`src/rtl/nf_pkg.sv`:
```
package nf_pkg;

    localparam int NF_SEL_W  = 3;
    localparam int NF_MIN_W  = 4;
    localparam int NF_MAX_W  = NF_MIN_W + (1 << NF_SEL_W) - 1;
    localparam int NF_SYNC_N = 2;

    typedef logic [NF_MAX_W-1:0] nf_cnt_t;
    typedef logic [NF_SEL_W-1:0] nf_sel_t;

    // Limit flags for the counter's next value
    typedef struct packed {
        logic top;
        logic bottom;
    } nf_lim_t;

    // Upper limit of the counter for a width code: all ones over MIN_W+sel bits
    function automatic nf_cnt_t nf_limit(input nf_sel_t sel);
        nf_cnt_t m;
        m = '0;
        for (int i = 0; i < NF_MAX_W; i++) begin
            if (i < NF_MIN_W + int'(sel)) m[i] = 1'b1;
        end
        return m;
    endfunction

endpackage

```
`src/rtl/nf_sync.sv`:
```
module nf_sync #(
    parameter int   STAGES  = 2,
    parameter logic RST_VAL = 1'b1
) (
    input  logic clk,
    input  logic rst,
    input  logic d,
    output logic q
);
    logic [STAGES-1:0] chain_q;

    always_ff @(posedge clk) begin
        if (rst) chain_q <= {STAGES{RST_VAL}};
        else     chain_q <= {chain_q[STAGES-2:0], d};
    end

    assign q = chain_q[STAGES-1];
endmodule

```
`src/rtl/nf_sat_counter.sv`:
```
module nf_sat_counter
    import nf_pkg::*;
(
    input  logic    clk,
    input  logic    rst,
    input  logic    up,
    input  nf_sel_t sel,
    output nf_cnt_t cnt_q,
    output nf_cnt_t lim,
    output nf_lim_t lim_d
);
    nf_cnt_t cnt_d;

    assign lim = nf_limit(sel);

    always_comb begin
        if (cnt_q > lim)       cnt_d = lim;              // clamp after width shrink
        else if (up)           cnt_d = (cnt_q == lim) ? cnt_q : cnt_q + nf_cnt_t'(1);
        else                   cnt_d = (cnt_q == '0)  ? cnt_q : cnt_q - nf_cnt_t'(1);
    end

    assign lim_d.top    = (cnt_d == lim);
    assign lim_d.bottom = (cnt_d == '0);

    always_ff @(posedge clk) begin
        if (rst) cnt_q <= lim;
        else     cnt_q <= cnt_d;
    end
endmodule

```
`src/rtl/nf_hyst.sv`:
```
module nf_hyst
    import nf_pkg::*;
(
    input  logic    clk,
    input  logic    rst,
    input  nf_lim_t lim_d,
    output logic    q
);
    always_ff @(posedge clk) begin
        if (rst)               q <= 1'b1;
        else if (lim_d.top)    q <= 1'b1;
        else if (lim_d.bottom) q <= 1'b0;
    end
endmodule

```
`src/rtl/rx_noise_filter.sv`:
```
module rx_noise_filter
    import nf_pkg::*;
#(
    parameter int SYNC_STAGES = NF_SYNC_N
) (
    input  logic                clk,
    input  logic                rst,
    input  logic                rx_async,
    input  logic                filt_en,
    input  logic [NF_SEL_W-1:0] width_sel,
    output logic                rx_clean,
    output logic                sat_n
);
    logic    rx_sync;
    nf_cnt_t cnt_q;
    nf_cnt_t cur_lim;
    nf_lim_t lim_d;
    logic    filt_q;

    nf_sync #(.STAGES(SYNC_STAGES), .RST_VAL(1'b1)) u_sync (
        .clk (clk),
        .rst (rst),
        .d   (rx_async),
        .q   (rx_sync)
    );

    nf_sat_counter u_cnt (
        .clk   (clk),
        .rst   (rst),
        .up    (rx_sync),
        .sel   (width_sel),
        .cnt_q (cnt_q),
        .lim   (cur_lim),
        .lim_d (lim_d)
    );

    nf_hyst u_hyst (
        .clk   (clk),
        .rst   (rst),
        .lim_d (lim_d),
        .q     (filt_q)
    );

    assign rx_clean = filt_en ? filt_q : rx_sync;
    assign sat_n    = !((cnt_q == cur_lim) || (cnt_q == '0));
endmodule

```
`config.mk`:
```
export PLATFORM = sky130hd
export DESIGN_NAME = rx_noise_filter
export DESIGN_NICKNAME = d
export VERILOG_FILES = /design/src/rtl/nf_pkg.sv /design/src/rtl/nf_sync.sv /design/src/rtl/nf_sat_counter.sv /design/src/rtl/nf_hyst.sv /design/src/rtl/rx_noise_filter.sv
export SDC_FILE = /design/constraint.sdc
export NUM_CORES = 1
export LEC_CHECK = 0
export BUFFER_PORTS_ARGS = -buffer_cell sky130_fd_sc_hd__buf_2
export CAP_MARGIN = 10
export CORE_MARGIN = 5
export CORE_UTILIZATION = 26
export CTS_CLUSTER_DIAMETER = 50
export CTS_CLUSTER_SIZE = 12
export DETAILED_ROUTE_END_ITERATION = 10
export GPL_ROUTABILITY_DRIVEN = 0
export MAX_ROUTING_LAYER = met4
export PLACE_DENSITY_LB_ADDON = 0.12
export SYNTH_ARGS = -nofsm -noshare
export SYNTH_HDL_FRONTEND = slang
export SYNTH_SLANG_ARGS = --single-unit
```
`constraint.sdc`:
```
create_clock -name clk -period 5.1 [get_ports clk]
set_input_delay 1.275 -clock clk [delete_from_list [all_inputs] [get_ports clk]]
set_output_delay 1.275 -clock clk [all_outputs]
set_load 0.05 [all_outputs]
```
==> Word level (Yosys, flattened, before mapping) <==
Cells that the tools add are included.
Widths: inputs -> output; s select.
{ "word_totals": {"regBits": 14, "in_bits": 7, "output_inout_bits": 2, "word_cells": 42} }
{ "op_classes": {"n_addsub": 3, "order_cmp": 12, "eq_ne": 2, "mux": 17, "reduce_logical": 5} }
{ "op_table": {"columns": ["operator", "n"], "rows": [
  ["$lt 4x32->1 const A", 4],
  ["$lt 5x32->1 const A", 3],
  ["$lt 3x32->1 const A", 2],
  ["$mux 11", 5],
  ["$lt 2x32->1 const A", 1],
  ["$eq 11x11->1", 2],
  ["$logic_not 11->1", 2],
  ["$mux 1", 12],
  ["$add 11x1->11 const B", 1],
  ["$gt 11x11->1", 1],
  ["$sub 11x1->11 const B", 1],
  ["$add 3x3->4 const A", 1],
  ["$lt 1x4->1 const A", 1],
  ["$reduce_or 2->1", 1],
  ["$logic_not 1->1", 1],
  ["$logic_or 1x1->1", 1]
]} }

==> Depth between registers and ports, before layout <==
{ "depth": {"word_depth": 9, "depth_mapped": 14, "ltp_nobuf": 12} }

==> Cells and area by module <==
A second synthesis with hierarchy kept.
{ "hier_totals": {"hier_cells": 211, "hier_area_um2": 1611.5} }
{ "modules_own_cells": {"columns": ["module", "n_inst", "cells_each", "area_each_um2", "seq_area_each_um2"], "rows": [
  ["nf_sat_counter", 1, 183, 1372.6, 220.2],
  ["rx_noise_filter", 1, 20, 153.9, 0.0],
  ["nf_sync", 1, 4, 52.6, 40.0],
  ["nf_hyst", 1, 4, 32.5, 20.0]
]} }

==> Worst setup path after synthesis <==
OpenSTA, ideal clock, no wires.
{ "synth_path": {"path_kind": "input port to output port", "from": "input width_sel[2]", "to": "output sat_n", "arrival_ns": 3.096, "required_ns": 3.825, "slack_ns": 0.729, "stages": 8, "n_path_buf": 1, "path_cell_list": "buf_4 -> inv_1 -> nor2_1 -> inv_1 -> ha_1 -> nand4_1 -> nor3_1 -> a31oi_1"} }
{ "synth_via": {"elab_chain_cells": 6, "elab_cells_between_ends": 26, "classes_between": "add/sub (1); order compare (11); eq/ne (1); mux (11); reduce/logical (2)"} }
{ "synth_rtl": {"columns": ["element", "line_no", "source"], "rows": [
  ["start, declared", "rx_noise_filter.sv:10", "input logic [NF_SEL_W-1:0] width_sel,"],
  ["$add 3x3->4 *", "nf_pkg.sv:22", "if (i < NF_MIN_W + int'(sel)) m[i] = 1'b1;"],
  ["$lt 2x32->1, or another cell as far along", "nf_pkg.sv:22", null],
  ["$mux 1", "nf_pkg.sv:22", null],
  ["$eq 11x11->1 *", "rx_noise_filter.sv:45", "assign sat_n = !((cnt_q == cur_lim) || (cnt_q == '0));"],
  ["$logic_or 1x1->1 *", "rx_noise_filter.sv:45", null],
  ["$logic_not 1->1 *", "rx_noise_filter.sv:45", null],
  ["end, declared", "rx_noise_filter.sv:12", "output logic sat_n"]
]} }
Every way passes the cells marked *; elsewhere a longest branch is shown, timed or not.

==> Worst setup path after layout <==
Ends and elaborated chain as after synthesis.

==> results_dict.tcl <==
set metrics [dict create \
    outcome "complete, no violations" \
    nets 198 \
    regArea_um2 280 \
    hold_buffers 0 \
    numCtsBuffers 3 \
    multi_input_area_um2 1090 \
    yosys.area.top_type "dfxtp_1" \
    fp-row-count 27 \
    cts_setup_buffers 0 \
    ys_top_cells_by_area "dfxtp_1, ha_1, nand2_1" \
    drv_cap 0 \
    cts.sinks 14 \
    synth-seq-cells 14 \
    critPathTopFamily "simple AND/OR/NAND/NOR gates" \
    maxSlewViolCount 0 \
    holdCritPathClass "reg2reg" \
    critPathRequiredTime_ns 3.83 \
    cts_resized 0 \
    netlist_area_um2 1470 \
    drt_first_pass_iters 4 \
    min_period_ns 4.47 \
    layout_commonest_cell "nand2_1" \
    vias 1328 \
    pre_cts_ws_ns 0.646 \
    setup_viol 0 \
    cts_tree "built" \
    synth_fp_nets 193 \
    total_power_uw 942 \
    grtUsageTotal 0.120 \
    clk_pin_slew_ns 0.06 \
    drive_above_1_share 0.188 \
    critPathSlowestCell "nor3_1" \
    max_freq_mhz 223 \
    synth-edff-count 0 \
    reg2reg_from "u_cnt.cnt_q[5]" \
    grt_pass1_wl_um 6760 \
    drt_iter0_markers 143 \
    drt-total-wl_um 4110 \
    fill_cells 600 \
    die_y_um 85.2 \
    cts-root-buf "clkbuf_8" \
    num_antenna_cells 0 \
    grt_max_degree 14 \
    worst-setup-path-type "in2out" \
    fin_tns_setup_ns 0 \
    clockBufferDepth 2 \
    rrSetupSlack_ns 2.01 \
    seqPwrFrac 0.270 \
    cp.arrival_ns 3.20 \
    timing.rr.end "u_hyst.q" \
    ys_seq_area_frac 0.191 \
    ir_drop_v 0.000260 \
    initial_core_util 0.267 \
    cp.depth 9 \
    powerDensity_nw_per_um2 590 \
    endpoint_kind "primary output" \
    yosysWarningCount 0 \
    internal_power_uw 457 \
    drc_errors 0 \
    max-slew-margin-rel 0.633 \
    cp-start-kind "primary input" \
    ios 9 \
    insertion_delay_ns 0.25 \
    worstSetupEndpoint "sat_n" \
    layout_common_cells "nand2_1, nor2_1, dfxtp_1" \
    post-route-util 0.290 \
    path_buf_inv 4 \
    crit_fanout 10 \
    ys_types 61 \
    area.growth.synth_to_final_pct 8.68 \
    routedWlPerCell_um 16.2 \
    antenna_found_initial 0 \
    ys.flop_type "dfxtp_1" \
    dpl.hpwl_um 3270 \
    tightestPinTransition_ns 0.549 \
    cp_cell_sequence "buf_2, inv_1, nor2_1, inv_1, ha_1, nand4_1, nor3_1, a31oi_1, buf_2" \
    async_reset_ff_frac 0 \
    core_area_um2 5510 \
    htree_levels 1 \
    final_antenna_net_count 0 \
    grt_pass1_vias 1303 \
    gr-total-overflow 0 \
    setup_slack_ns 0.625 \
    skew_ns 0.00235 \
    netSwitchingPower_uw 485 \
    fin_crit_sh 0.877 \
    synth.avg_cell_area_um2 8.31 \
    p_leak_uw 0.000618 \
    yosysTopAreaCellShare 0.191 \
    syn_inst 177 \
    worstRegToRegCells 9 \
    vias_per_cell 5.25 \
    hold_violations 0 \
    switching_share 0.515 \
    max_stage_delay_ns 0.48 \
    combPwrFrac 0.612 \
    critPathLaunch "width_sel[2]" \
    pwr-share-clk 0.118 \
    rsz0062_at_grt "false" \
    fp.dieW_um 85.2 \
    io_buffers 8 \
    die_area_um2 7260 \
]
[kinds of logic (layout without fill, tap and decap cells)]
logic type / count (synthesis) / count (layout) / share of synthesized area
and+or+nand+nor: 71 / 71 / 0.311
AOI/OAI and AO/OA: 50 / 50 / 0.253
buffers and inverters: 18 / 22 / 0.0698
DFF: 14 / 14 / 0.191
xor gates and xnor gates: 10 / 10 / 0.0647
adders and majority gates: 9 / 9 / 0.0766
muxes: 5 / 5 / 0.0349
[registers in the layout, summed over array words and instances, names as in the netlist]
register / count
u_cnt.cnt_q: 11
u_sync.chain_q: 2
u_hyst.q: 1
[synthesized netlist by cell type, drive strengths merged (2+ instances only)]
master and n:
a21o 2, a22oi 3, nor3 6, nand4 4
o22ai 2, a21oi 10, nor2 14, buf 9
a211oi 2, a211o 2, xnor2 6, nand2 19
nor4 5, mux2i 4, or4 4, dfxtp 14
o211ai 3, nand3 4, a41oi 3, xor2 4
o21ai 7, inv 8, or2 3, nor4b 2
and4 3, a31oi 4, ha 9
[through the flow]
step	hold slack, ns	std cells	cell area, um^2
floorplan	0.389	177	1470
global placement	0.393	249	1540
detailed placement	0.398	249	1540
CTS	0.413	253	1600
global route	0.421	253	1600
finish	0.410	253	1600
[final cells by class]
type | instances | share of cell area
Inverter | 8 | 0.0188
Tap cell | 72 | 0.0564
Timing Repair Buffer | 10 | 0.0345
Multi-Input combinational cell | 145 | 0.681
Sequential cell | 14 | 0.175
Clock buffer | 4 | 0.0345
[worst min path at each step]
| stage | startpoint | slack, ns | cells after the start | endpoint |
|---|---|---|---|---|
| final | u_sync.chain_q[0] | 0.41 | 1 | u_sync.chain_q[1] |
| after global routing | u_sync.chain_q[0] | 0.42 | 1 | u_sync.chain_q[1] |
| after CTS | u_sync.chain_q[0] | 0.41 | 1 | u_sync.chain_q[1] |
| after detailed placement | u_sync.chain_q[0] | 0.40 | 1 | u_sync.chain_q[1] |
| after global placement | u_sync.chain_q[0] | 0.39 | 1 | u_sync.chain_q[1] |
| after floorplan | u_sync.chain_q[0] | 0.39 | 1 | u_sync.chain_q[1] |
[metal layers]
metal / global-route usage / vias up / wire length (um)
li1: - / 684 / -
met1: 0.165 / 606 / 2070
met2: 0.181 / 32 / 1790
met3: 0.0126 / 6 / 180
met4: 0.0417 / 0 / 66
met5: - / - / 0
[power groups by stage]
| stage | Clock, uW | Sequential [uW] | Combinational [uW] |
|---|---|---|---|
| after floorplan | 0 | 190 | 508 |
| after global placement | 0 | 255 | 582 |
| final | 111 | 255 | 576 |
| after CTS | 114 | 253 | 580 |
| after detailed placement | 0 | 256 | 575 |
| after global routing | 118 | 266 | 641 |
(Power assumes the default switching activity.)
